`src/rtl/irq_pkg.sv`:
```
package irq_pkg;

    localparam int unsigned DEF_N_BANK   = 4;
    localparam int unsigned DEF_N_PERIPH = 6;
    localparam int unsigned DEF_REG_W    = 16;
    localparam int unsigned DEF_GIE_BIT  = 15;

    typedef enum logic {
        SEL_STATUS = 1'b0,
        SEL_ENABLE = 1'b1
    } reg_sel_e;

    typedef struct packed {
        logic     strobe;
        reg_sel_e sel;
    } reg_req_t;

    function automatic reg_req_t decode_req(input logic wr, input logic addr);
        reg_req_t r;
        r.strobe = wr;
        r.sel    = reg_sel_e'(addr);
        return r;
    endfunction

endpackage

```
`src/rtl/irq_src_latch.sv`:
```
module irq_src_latch #(
    parameter int unsigned N = 6
) (
    input  logic         clk,
    input  logic         rst,
    input  logic [N-1:0] req_i,
    input  logic [N-1:0] ack_i,
    output logic [N-1:0] pend_o
);
    for (genvar k = 0; k < N; k++) begin : g_bit
        logic q;
        always_ff @(posedge clk) begin
            if (rst)
                q <= 1'b0;
            else if (req_i[k])
                q <= 1'b1;
            else if (ack_i[k])
                q <= 1'b0;
        end
        assign pend_o[k] = q;

        assert_set_R3: assert property (@(posedge clk) disable iff (rst)
            req_i[k] |=> q);
        assert_hold_R3: assert property (@(posedge clk) disable iff (rst)
            (q && !ack_i[k]) |=> q);
        assert_clear_R4: assert property (@(posedge clk) disable iff (rst)
            (ack_i[k] && !req_i[k]) |=> !q);
        assert_set_wins_R5: assert property (@(posedge clk) disable iff (rst)
            (ack_i[k] && req_i[k]) |=> q);
    end
endmodule

```
`src/rtl/irq_enable_reg.sv`:
```
module irq_enable_reg #(
    parameter int unsigned N_SRC   = 10,
    parameter int unsigned REG_W   = 16,
    parameter int unsigned GIE_BIT = 15
) (
    input  logic             clk,
    input  logic             rst,
    input  logic             we_i,
    input  logic [REG_W-1:0] wdata_i,
    output logic [N_SRC-1:0] en_o,
    output logic             gie_o
);
    always_ff @(posedge clk) begin
        if (rst) begin
            en_o  <= '0;
            gie_o <= 1'b0;
        end else if (we_i) begin
            en_o  <= wdata_i[N_SRC-1:0];
            gie_o <= wdata_i[GIE_BIT];
        end
    end

    assert_store_R6: assert property (@(posedge clk) disable iff (rst)
        we_i |=> (en_o == $past(wdata_i[N_SRC-1:0])) && (gie_o == $past(wdata_i[GIE_BIT])));
    assert_keep_R6: assert property (@(posedge clk) disable iff (rst)
        !we_i |=> $stable(en_o) && $stable(gie_o));
endmodule

```
`src/rtl/irq_host_out.sv`:
```
module irq_host_out #(
    parameter int unsigned N_SRC = 10
) (
    input  logic             clk,
    input  logic             rst,
    input  logic [N_SRC-1:0] pend_i,
    input  logic [N_SRC-1:0] en_i,
    input  logic             gie_i,
    output logic             irq_o
);
    logic any_live;
    assign any_live = |(pend_i & en_i);

    always_ff @(posedge clk) begin
        if (rst)
            irq_o <= 1'b0;
        else
            irq_o <= gie_i & any_live;
    end

    assert_fire_R7: assert property (@(posedge clk) disable iff (rst)
        (gie_i && (|(pend_i & en_i))) |=> irq_o);
    assert_quiet_R7: assert property (@(posedge clk) disable iff (rst)
        ((pend_i & en_i) == '0) |=> !irq_o);
    assert_gated_R8: assert property (@(posedge clk) disable iff (rst)
        !gie_i |=> !irq_o);
endmodule

```
`src/rtl/irq_summary_ctrl.sv`:
```
module irq_summary_ctrl
    import irq_pkg::*;
#(
    parameter int unsigned N_BANK   = DEF_N_BANK,
    parameter int unsigned N_PERIPH = DEF_N_PERIPH,
    parameter int unsigned REG_W    = DEF_REG_W,
    parameter int unsigned GIE_BIT  = DEF_GIE_BIT
) (
    input  logic                clk,
    input  logic                rst,
    input  logic [N_BANK-1:0]   bank_irq_i,
    input  logic [N_PERIPH-1:0] periph_irq_i,
    input  logic                reg_wr_i,
    input  logic                reg_addr_i,
    input  logic [REG_W-1:0]    reg_wdata_i,
    output logic [REG_W-1:0]    reg_rdata_o,
    output logic                host_irq_o
);
    localparam int unsigned N_SRC = N_BANK + N_PERIPH;

    reg_req_t            req;
    logic [N_BANK-1:0]   bank_q;
    logic [N_PERIPH-1:0] periph_pend;
    logic [N_PERIPH-1:0] periph_ack;
    logic [N_SRC-1:0]    status;
    logic [N_SRC-1:0]    src_en;
    logic                gie;

    assign req = decode_req(reg_wr_i, reg_addr_i);

    always_ff @(posedge clk) begin
        if (rst)
            bank_q <= '0;
        else
            bank_q <= bank_irq_i;
    end

    assign periph_ack = (req.strobe && req.sel == SEL_STATUS)
                        ? reg_wdata_i[N_SRC-1:N_BANK] : '0;

    irq_src_latch #(.N(N_PERIPH)) u_latch (
        .clk    (clk),
        .rst    (rst),
        .req_i  (periph_irq_i),
        .ack_i  (periph_ack),
        .pend_o (periph_pend)
    );

    assign status = {periph_pend, bank_q};

    irq_enable_reg #(.N_SRC(N_SRC), .REG_W(REG_W), .GIE_BIT(GIE_BIT)) u_enable (
        .clk     (clk),
        .rst     (rst),
        .we_i    (req.strobe && req.sel == SEL_ENABLE),
        .wdata_i (reg_wdata_i),
        .en_o    (src_en),
        .gie_o   (gie)
    );

    irq_host_out #(.N_SRC(N_SRC)) u_out (
        .clk    (clk),
        .rst    (rst),
        .pend_i (status),
        .en_i   (src_en),
        .gie_i  (gie),
        .irq_o  (host_irq_o)
    );

    always_comb begin
        reg_rdata_o = '0;
        if (req.sel == SEL_STATUS) begin
            reg_rdata_o[N_SRC-1:0] = status;
        end else begin
            reg_rdata_o[N_SRC-1:0] = src_en;
            reg_rdata_o[GIE_BIT]   = gie;
        end
    end

    assert_bank_follow_R2: assert property (@(posedge clk) disable iff (rst)
        !$past(rst) |-> (bank_q == $past(bank_irq_i)));
    assert_reset_R1: assert property (@(posedge clk)
        $past(rst) |-> (status == '0) && (src_en == '0) && !gie && !host_irq_o);
endmodule

```
`config.mk`:
```
export PLATFORM = sky130hd
export DESIGN_NAME = irq_summary_ctrl
export DESIGN_NICKNAME = d
export VERILOG_FILES = /design/src/rtl/irq_pkg.sv /design/src/rtl/irq_src_latch.sv /design/src/rtl/irq_enable_reg.sv /design/src/rtl/irq_host_out.sv /design/src/rtl/irq_summary_ctrl.sv
export SDC_FILE = /design/constraint.sdc
export NUM_CORES = 1
export LEC_CHECK = 0
export ABC_AREA = 1
export BUFFER_PORTS_ARGS = -buffer_cell sky130_fd_sc_hd__clkbuf_2
export CELL_PAD_IN_SITES_DETAIL_PLACEMENT = 1
export CELL_PAD_IN_SITES_GLOBAL_PLACEMENT = 2
export CORE_UTILIZATION = 25
export DETAILED_ROUTE_END_ITERATION = 12
export GPL_TIMING_DRIVEN = 0
export PLACE_DENSITY_LB_ADDON = 0.12
export SYNTH_ARGS = -nofsm -noshare
export SYNTH_HDL_FRONTEND = slang
export SYNTH_SLANG_ARGS = --single-unit
```
`constraint.sdc`:
```
create_clock -name clk -period 2.25 [get_ports clk]
set_input_delay 0.1125 -clock clk [delete_from_list [all_inputs] [get_ports clk]]
set_output_delay 0.1125 -clock clk [all_outputs]
set_load 0.03 [all_outputs]
```
# Yosys cells after proc, flatten, opt, wreduce, memory -nomap -nowiden
# Cells that the tools add are included.
[totals] output_inout_bits=17 regBits=22 wordCells=37 input_bits=30
[op_classes] muxes=15 n_reduce_logical=9 n_bitwise=3
[ops] operator="two-way mux 1 bit" count=13
[ops] operator="nonzero test 2 bit" count=6
[ops] operator="bitwise AND 10 bit" count=1
[ops] operator="two-way mux 10 bit" count=1
[ops] operator="OR reduction 10 bit" count=1
[ops] operator="two-way mux 6 bit" count=1
[ops] operator="logical AND 1 bit" count=2
[ops] operator="bitwise AND 1 bit" count=1
[ops] operator="inverter 1 bit" count=1

# Longest topological paths before layout
# Gate-level depths: netlist of the first run.
[logic_depth] ltp_word=5 ltp_mapped=6 mapped_depth_nobuf=6

# Cells and area by module
# From an unflattened synthesis of the first run, not the netlist that was laid out.
[hier_totals] cells_unflattened=198 hier_area_um2=1183.6
[modules_own_cells] module="irq_enable_reg" instances=1 seq_area_each_um2=220.2 area_per_inst_um2=457.9 cells_per_inst=70
[modules_own_cells] module="irq_summary_ctrl" instances=1 seq_area_each_um2=80.1 area_per_inst_um2=350.3 cells_per_inst=68
[modules_own_cells] module="irq_src_latch" instances=1 seq_area_each_um2=120.1 area_per_inst_um2=262.8 cells_per_inst=36
[modules_own_cells] module="irq_host_out" instances=1 seq_area_each_um2=20.0 area_per_inst_um2=112.6 cells_per_inst=24

# Worst setup path after synthesis of the first run
# No wires, ideal clock.
[synth_path] path_type="input to output" start="input reg_addr_i" end="output reg_rdata_o[0]" arrival_ns=0.656 setup_slack_ns=1.481 path_buffers=1 required_ns=2.138 cell_stages=4 path_cell_list="inv_1 -> buf_2 -> nand2_1 -> nand2_1"
[synth_between] elab_chain_cells=1
[synth_lines] element="start, declared" line_no="irq_summary_ctrl.sv:14" text="input logic reg_addr_i,"
[synth_lines] element="two-way mux 10 bit" line_no="irq_summary_ctrl.sv:71" text="if (req.sel == SEL_STATUS) begin"
[synth_lines] element="end, declared" line_no="irq_summary_ctrl.sv:16" text="output logic [REG_W-1:0] reg_rdata_o,"
# Every way passes these cells.

# Worst setup path after layout of the first run
[layout_path] start="input reg_addr_i" end="output reg_rdata_o[9]"
# Same word-level chain as after synthesis.

==> results.toml, run 1 <==
[floorplanning]
dieWidth_um = 66.92
fp.dieH_um = 66.92
num_io_pins = 47
initial_core_util = 0.2615
dieArea_um2 = 4478
rows = 23
core_area_um2 = 4029

[placement]
place_congestion = 0.7413
io_buffers = 36
placed_area_um2 = 1311
dp_worst_setup_slack_ns = 1.087
dp_hpwl_um = 2270

[clocking]
cts_root_buf = "clkbuf_8"
cts_tree = "yes"
postCtsSetupBuffers = 0
h-tree-depth = 1
cts_resized = 0
cts_buffers = 3
clock-sinks = 22
clkLatencyLatePin_ns = 0.27
clk_pin_slew_ns = 0.09
cts_hold_buffers = 0
max-clock-path-buffers = 2

[critical_path]
cp.required_ns = 2.14
endpoint_kind = "primary output"
cp_max_fo = 10
worst-endpoint-arrival_ns = 1.05
critPathLaunchType = "primary input"
critPathKind = "primary input to primary output"

[route]
routed_wl_um = 2998
wl_per_cell_um = 12.29
detail-route-antenna-nets = 0
via_per_inst = 4.336
drt_iter0_drc = 22
drc = 0
drt-pass1-iter-count = 4
vias = 1058

[timing]
fin_worst_skew_ns = 0.006371
hold_viol = 0
worstMarginPinSlew_ns = 0.6289
rsz0062_at_grt = "false"
finalMaxSlewViolations = 0
report.final.setup_viol = 0
final.setup.tns_ns = 0
layout_min_cycle_time_ns = 1.160
slew_headroom = 0.5807
fin_crit_sh = 0.5153
finalWorstSetupSlack_ns = 1.090
max_freq_ghz = 0.8624

[layout]
synthToLayoutAreaGrowth_pct = 31.24
num-nets-final = 225
n_fill_cell = 528
drive_above_1_share = 0.3351
fin_area_um2 = 1383
num_antenna_cells = 0

[global_routing]
grt-ovfl-total = 0
antenna_found_initial = 0
grt_usage = 0.1538
grt_pass1_wl_um = 4995
grt_pass1_vias = 1081
grt_max_degree = 14

[synthesis]
syn-mean-instance-area_um2 = 7.023
synth_cells = 150
synth_seq_cells = 22
synth_top_area_share = 0.4181
yosys_warnings = 0
netlist-cell-type-count = 17
ys_top_cells_by_area = "dfxtp_1 (42%), nand2_1 (20%), a21oi_2 (5.8%)"
yosysSeqAreaShare = 0.4181
synth.largest_area_cell = "dfxtp_1"
syn-cell-area_um2 = 1054

[pwr]
powerDensity_nw_per_um2 = 706.4
max-vdd-ir-drop_uv = 303.4
p_leak_nw = 0.7352

[run_status]
status = "finished, final reports clean"

[worst_hold_path]
hold_path.class = "primary input to register"

[run]
maxCapViolCount = 0
[power breakdown]
group | internal [mW] | switching (mW)
Clock | 0.238 | 0.141
Combinational | 0.0610 | 0.110
Sequential | 0.412 | 0.0152
Total | 0.711 | 0.266
[worst max-delay path, stage by stage]
cell and delay, ns:
clkbuf_2 0.13, inv_1 0.15, buf_2 0.29, nand2_1 0.08
nand2_1 0.09, clkbuf_2 0.20
[synth_stat cells]
| library cell | instances |
|---|---|
| a211oi_1 | 4 |
| a21oi_1 | 6 |
| a21oi_2 | 7 |
| buf_1 | 1 |
| buf_12 | 1 |
| buf_2 | 3 |
| buf_4 | 5 |
| conb_1 | 1 |
| dfxtp_1 | 22 |
| inv_1 | 15 |
| inv_4 | 1 |
| nand2_1 | 55 |
| nand2_2 | 7 |
| nand2_4 | 1 |
| nand3_1 | 4 |
| nor2_1 | 14 |
| o21ai_0 | 3 |
[through the flow]
| stage | hold WS [ns] | power (mW) | cells | utilization |
|---|---|---|---|---|
| finish | 0.02358 | 0.9767 | 244 | 0.3432 |
| global route | 0.02031 | 1.028 | 244 | 0.3432 |
| CTS | 0.02029 | 0.9899 | 244 | 0.3432 |
| detailed placement | 0.3122 | 0.6102 | 240 | 0.3255 |
| global placement | 0.3056 | 0.6048 | 240 | 0.3255 |
| floorplan | 0.1910 | 0.5471 | 154 | - |
[metal layers]
| metal | share of wire | up-vias | track usage | routed length (µm) |
|---|---|---|---|---|
| met4 | 0.015 | 0 | 0.06383 | 46 |
| li1 | - | 540 | - | - |
| met1 | 0.50 | 489 | 0.2063 | 1498 |
| met3 | 0.036 | 4 | 0.02568 | 107 |
| met2 | 0.45 | 25 | 0.2399 | 1346 |
| met5 | 0 | - | 0 | 0 |
[area by class of cell]
class | instances | area (µm²) | share of cell area
plain buffers | 10 | 76.32 | 0.05520
clock buffers | 3 | 41.29 | 0.02986
multi-input cells | 106 | 489.2 | 0.3538
repair buffers | 36 | 180.2 | 0.1303
inverters | 16 | 62.56 | 0.04525
clock inverters | 1 | 30.03 | 0.02172
well taps | 50 | 62.56 | 0.04525
flip-flops and latches | 22 | 440.4 | 0.3186
[registers in the layout, indices dropped and copies added, names as in the netlist]
signal / count
bank_q: 4
u_latch.g_bit.q: 6
u_enable.gie_o: 1
u_out.irq_o: 1
u_enable.en_o: 10
[path summary, 6_finish.rpt]
kind / slack [ns] / startpoint / depth (start not counted) / endpoint
max: 1.09 / reg_addr_i / 6 / reg_rdata_o[9]
min: 0.02 / bank_irq_i[1] / 3 / bank_q[1]$_SDFF_PP0_
max reg2reg: 1.42 / u_latch.g_bit[0].q$_SDFFE_PP0P_ / 6 / u_out.irq_o$_SDFF_PP0_
min reg2reg: 0.50 / u_enable.gie_o$_SDFFE_PP0P_ / 2 / u_enable.gie_o$_SDFFE_PP0P_
[logic make-up after synthesis]
logic type | Yosys count | synth area share
and+or+nand+nor | 81 | 0.3171
other | 1 | 0.003560
buffers and inverters | 26 | 0.1318
DFF | 22 | 0.4180
AOI/OAI and AO/OA | 20 | 0.1295
[cell usage in the layout, fill, tap and decap left out]
master,netlist,layout
conb_1,1,5
nand3_1,4,4
buf_12,1,1
clkbuf_2,0,36
a21oi_1,6,6
bufinv_16,0,1
a21oi_2,7,7
nand2_2,7,7
nor2_1,14,14
o21ai_0,3,3
clkbuf_8,0,3
nand2_1,55,55
buf_2,3,3
inv_1,15,15
a211oi_1,4,4
dfxtp_1,22,22
inv_4,1,1
buf_4,5,5
buf_1,1,1
nand2_4,1,1
Power figures use the tool's default switching activity.
==> inputs of run 2 (changes only) <==
--- a/config.mk
+++ b/config.mk
@@ -9,7 +9,7 @@
 export BUFFER_PORTS_ARGS = -buffer_cell sky130_fd_sc_hd__clkbuf_2
 export CELL_PAD_IN_SITES_DETAIL_PLACEMENT = 1
 export CELL_PAD_IN_SITES_GLOBAL_PLACEMENT = 2
-export CORE_UTILIZATION = 25
+export CORE_UTILIZATION = 21
 export DETAILED_ROUTE_END_ITERATION = 12
 export GPL_TIMING_DRIVEN = 0
 export PLACE_DENSITY_LB_ADDON = 0.12
==> constraint.sdc (replaced) <==
create_clock -name clk -period 0.95 [get_ports clk]
set_input_delay 0.0475 -clock clk [delete_from_list [all_inputs] [get_ports clk]]
set_output_delay 0.0475 -clock clk [all_outputs]
set_load 0.03 [all_outputs]
==> run 2 against run 1 <==
  * The run now ends with hold timing, setup timing left
  * First-iteration DRC count rose by 18%
  * Cell count rose by 14%
  * Sequential power rose by 140%
  * Combinational power rose to 3.4 times the previous value
  * Power rose to 2.6 times the previous value
  * Global-route usage fell by 1.1 points
  * Worst hold slack got worse by 0.025 ns
  * Critical path type is now register to primary output
==> results.toml, run 2 (synthesis results as in run 1) <==
[run_status]
status = "finished, violations left"
violations = "hold timing, setup timing"

[layout]
final_core_util = 0.3731
largest_register = "u_enable.en_o"
synthToLayoutAreaGrowth_pct = 69.48
final_cell_mix = "nand2_1 (31), nand2_2 (30), clkbuf_2 (25), dfxtp_2 (21), inv_1 (14)"
layout_commonest_cell = "nand2_1"
num-nets-final = 243
top_regs = "u_enable.en_o x10, u_latch.g_bit.q x6, bank_q x4"
largest_reg_flops = 10
drive_above_1_share = 0.5519
num_antenna_cells = 0
n_fill_cell = 593

[timing]
slew_headroom = 0.5469
fin_crit_sh = 1.002
fin_worst_skew_ns = 0.007302
finalWorstSetupSlack_ns = -0.002076
finalMaxSlewViolations = 0
holdWs_ns = -0.001025
worstMarginPinSlew_ns = 0.6797
max_freq_ghz = 1.050
layout_min_cycle_time_ns = 0.9521
hold_viol = 2
report.final.setup_viol = 1
rsz0062_at_grt = "true"

[critical_path]
timing.rr.end = "u_out.irq_o$_SDFF_PP0_"
reg2reg_from = "u_enable.en_o[3]$_SDFFE_PP0P_"
cp_max_fo = 2
critPathLaunchType = "register"
cpMaxStageDelayCell = "dfxtp_2"
cp.required_ns = 0.90
worst-endpoint-arrival_ns = 0.90
reg2reg_depth = 7
cpPeakStageDelay_ns = 0.34
r2r_setup_slack_ns = 0.06
critPathKind = "register to primary output"
cp-startpoint = "u_latch.g_bit[5].q$_SDFFE_PP0P_"
path_cells = "nand2_2 > nand2_4 > buf_8"
endpoint_kind = "primary output"

[global_routing]
grt_pass1_vias = 1232
grt_max_degree = 14
grt_usage = 0.1424
grt_pass1_wl_um = 5644
antenna_found_initial = 0
grt-ovfl-total = 0

[route]
drt_iter0_drc = 26
drt-pass1-iter-count = 2
drc = 0
routed_wl_um = 3418
detail-route-antenna-nets = 0
vias = 1155
via_per_inst = 4.140
wl_per_cell_um = 12.25

[run]
maxCapViolCount = 0

[clocking]
clkLatencyLatePin_ns = 0.27
h-tree-depth = 1
cts_buffers = 3
cts_root_buf = "clkbuf_8"
clock-sinks = 22
clk_pin_slew_ns = 0.09
max-clock-path-buffers = 2
cts_tree = "yes"

[placement]
place_congestion = 0.7138
dp_worst_setup_slack_ns = -0.1238
io_buffers = 36
dp_hpwl_um = 2267

[floorplanning]
rows = 25
core_area_um2 = 4786
dieArea_um2 = 5304
initial_core_util = 0.2201
fp.dieH_um = 72.83
dieWidth_um = 72.83
num_io_pins = 47

[pwr]
max-vdd-ir-drop_uv = 530.6
total_power_mw = 2.511
p_leak_nw = 0.8615
powerDensity_nw_per_um2 = 1406

[worst_hold_path]
hold_end = "u_latch.g_bit[2].q$_SDFFE_PP0P_"
hold_path.class = "primary input to register"
hold_depth = 3
min_from = "periph_irq_i[2]"
-- run 2: cell count changes in the layout (fill, tap and decap cells not counted), moves of 2 or more --
cell	delta
buf_4	+4
buf_6	+2
buf_8	+11
clkbuf_2	-11
dfxtp_1	-21
dfxtp_2	+21
dlygate4sd3_1	+13
nand2_1	-24
nand2_2	+23
-- run 2: final cells by class --
type | count | area (µm²) | area share
multi-input cells | 106 | 556.8 | 0.3118
flip-flops and latches | 22 | 466.7 | 0.2614
repair buffers | 54 | 465.4 | 0.2607
well taps | 67 | 83.83 | 0.04695
plain buffers | 10 | 78.83 | 0.04415
inverters | 16 | 62.56 | 0.03504
clock buffers | 3 | 41.29 | 0.02313
clock inverters | 1 | 30.03 | 0.01682
-- run 2: what timing repair did --
item	in CTS	in global routing
endpoints found under the setup margin	11	12
endpoints found under the hold margin	13	0
hold buffers	13	0
resized for setup	42	42
buffers inserted	4	1
pin swaps	4	11
-- run 2: critical path: cells and delay by family (launching register included) --
family	cells	cell delay, ns
buffers and inverters	1	0.12
and+or+nand+nor	2	0.17
DFF	1	0.34
-- run 2: worst max-delay path by stage --
stage / slack (ns) / end
2_1_floorplan: 0.21 / u_out.irq_o$_SDFF_PP0_
3_3_place_gp: -0.09 / reg_rdata_o[9]
3_5_place_dp: -0.12 / reg_rdata_o[9]
4_1_cts: -0.01 / reg_rdata_o[4]
5_1_grt: -0.05 / u_out.irq_o$_SDFF_PP0_
6_report: -0.002 / reg_rdata_o[9]
-- run 2: power breakdown --
part / internal (mW) / switching (mW) / leakage, nW
sequential: 0.986 / 0.0403 / 0.189
clock: 0.564 / 0.346 / 0.0357
combinational: 0.269 / 0.306 / 0.637
total: 1.82 / 0.692 / 0.861
-- run 2: routing by layer --
layer,global-route usage,share of wire
met5,0,0
met3,0.02210,0.028
met2,0.2555,0.51
met1,0.1736,0.45
met4,0.04575,0.0091
-- run 2: stage by stage --
stage	std cells	hold WS, ns	TNS (ns)	instance area, µm²
CTS	278	0.0004097	-0.01847	1688
floorplan	154	0.1260	0	1069
detailed placement	257	0.2484	-0.8116	1333
finish	279	-0.001025	-0.002076	1785
global placement	257	0.2408	-0.6641	1333
global route	279	0.01115	-0.2871	1785
==> inputs of run 3 (changes only) <==
--- a/config.mk
+++ b/config.mk
@@ -6,7 +6,7 @@
 export NUM_CORES = 1
 export LEC_CHECK = 0
 export ABC_AREA = 1
-export BUFFER_PORTS_ARGS = -buffer_cell sky130_fd_sc_hd__clkbuf_2
+export BUFFER_PORTS_ARGS = -buffer_cell sky130_fd_sc_hd__buf_2
 export CELL_PAD_IN_SITES_DETAIL_PLACEMENT = 1
 export CELL_PAD_IN_SITES_GLOBAL_PLACEMENT = 2
 export CORE_UTILIZATION = 21
==> run 3 against run 2 <==
  * The run now ends clean
  * Utilization is 4.1 points lower
  * Critical path depth stayed put
  * Sequential power hardly changed
  * Sequential cell count stayed put
  * Die area stayed put
  * Register-to-register slack better by 0.03 ns
  * Cell count is 3.2% lower
==> results.toml, run 3 (synthesis results as in run 1) <==
[run_status]
status = "finished, final reports clean"

[placement]
placed_area_um2 = 1333
dp_hpwl_um = 2269
place_congestion = 0.7141
io_buffers = 36
placed_cells = 257
dp_worst_setup_slack_ns = -0.08364

[timing]
rsz0062_at_grt = "true"
layout_min_cycle_time_ns = 0.9362
holdWs_ns = 0.002186
report.final.setup_viol = 0
slew_headroom = 0.5555
hold_viol = 0
worstMarginPinSlew_ns = 0.6668
finalWorstSetupSlack_ns = 0.01379
finalMaxSlewViolations = 0
max_freq_ghz = 1.068
fin_worst_skew_ns = 0.002036
fin_crit_sh = 0.9855

[worst_hold_path]
hold_path.class = "primary input to register"

[layout]
fin_area_um2 = 1590
num-nets-final = 234
largest_reg_flops = 10
drive_above_1_share = 0.4680
layout_commonest_cell = "nand2_1"
num_antenna_cells = 0
synthToLayoutAreaGrowth_pct = 50.95
stdcell_count = 270
largest_register = "u_enable.en_o"
top_regs = "u_enable.en_o x10, u_latch.g_bit.q x6, bank_q x4"
final_cell_mix = "nand2_1 (46), buf_2 (27), dfxtp_2 (19), nand2_2 (16), inv_1 (15)"

[global_routing]
grt_pass1_vias = 1139
grt_pass1_wl_um = 5264
grt-ovfl-total = 0
antenna_found_initial = 0
grt_max_degree = 13
grt_usage = 0.1318

[clocking]
clkLatencyLatePin_ns = 0.26
h-tree-depth = 1
clock-sinks = 22
cts_tree = "yes"
max-clock-path-buffers = 2
cts_root_buf = "clkbuf_8"
clk_pin_slew_ns = 0.08
cts_buffers = 3

[route]
drt-pass1-iter-count = 4
detail-route-antenna-nets = 0
drt_iter0_drc = 11
wl_per_cell_um = 11.69
via_per_inst = 3.900
drc = 0
routed_wl_um = 3155
vias = 1053

[floorplanning]
core_area_um2 = 4786
dieArea_um2 = 5304
rows = 25
num_io_pins = 47
fp.dieH_um = 72.83
dieWidth_um = 72.83
initial_core_util = 0.2201

[critical_path]
worst-endpoint-arrival_ns = 0.89
cp.required_ns = 0.90
critPathKind = "register to primary output"
critPathLaunchType = "register"
endpoint_kind = "primary output"
cp_max_fo = 3

[pwr]
p_leak_nw = 0.7902
max-vdd-ir-drop_uv = 569.0
powerDensity_nw_per_um2 = 1383
total_power_mw = 2.200

[run]
maxCapViolCount = 0
-- run 3: timing repair --
action                                  CTS  global route
hold buffers                              7             0
pin swaps                                 0             5
resized for setup                        28            23
setup buffers                             0             2
endpoints found under the setup margin   11            11
hold endpoints to repair                  7             0
-- run 3: metal layers --
layer  global-route usage  part of all wire
met1               0.1772              0.49
met2               0.2118              0.46
met3              0.01934             0.035
met4              0.05229             0.012
met5                    0                 0
-- run 3: worst max-delay path, stage by stage, from the launching register on --
cell and delay (ns):
dfxtp_2 0.35, nand2_1 0.06, nand2_1 0.09, buf_6 0.13
-- run 3: through the flow --
step	util	setup TNS [ns]
2_1_floorplan	-	0
3_3_place_gp	0.2784	-0.4869
3_5_place_dp	0.2784	-0.7437
4_1_cts	0.3161	0
5_1_grt	0.3323	-0.1542
6_report	0.3323	0
-- run 3: cell type report --
type / count / area [µm²]
multi-input cells: 106 / 511.7
plain buffers: 10 / 78.83
repair buffers: 45 / 334.1
flip-flops and latches: 22 / 464.2
inverters: 16 / 62.56
fillers: 616 / 3196
well taps: 67 / 83.83
clock buffers: 4 / 55.05
-- run 3: path summary, 6_finish.rpt --
check,end,slack [ns],startpoint,cells after the start
setup reg to reg,u_out.irq_o$_SDFF_PP0_,0.09,u_enable.en_o[9]$_SDFFE_PP0P_,7
hold reg to reg,u_enable.en_o[2]$_SDFFE_PP0P_,0.49,u_enable.en_o[2]$_SDFFE_PP0P_,2
setup / recovery,reg_rdata_o[9],0.01,u_latch.g_bit[5].q$_SDFFE_PP0P_,3
hold / removal,u_latch.g_bit[5].q$_SDFFE_PP0P_,0.002,periph_irq_i[5],3
-- run 3: report_power, final --
group	leakage (nW)	internal [mW]	switching [mW]
Clock	0.0288	0.370	0.318
Sequential	0.188	0.985	0.0369
Combinational	0.574	0.212	0.278
Total	0.790	1.57	0.633
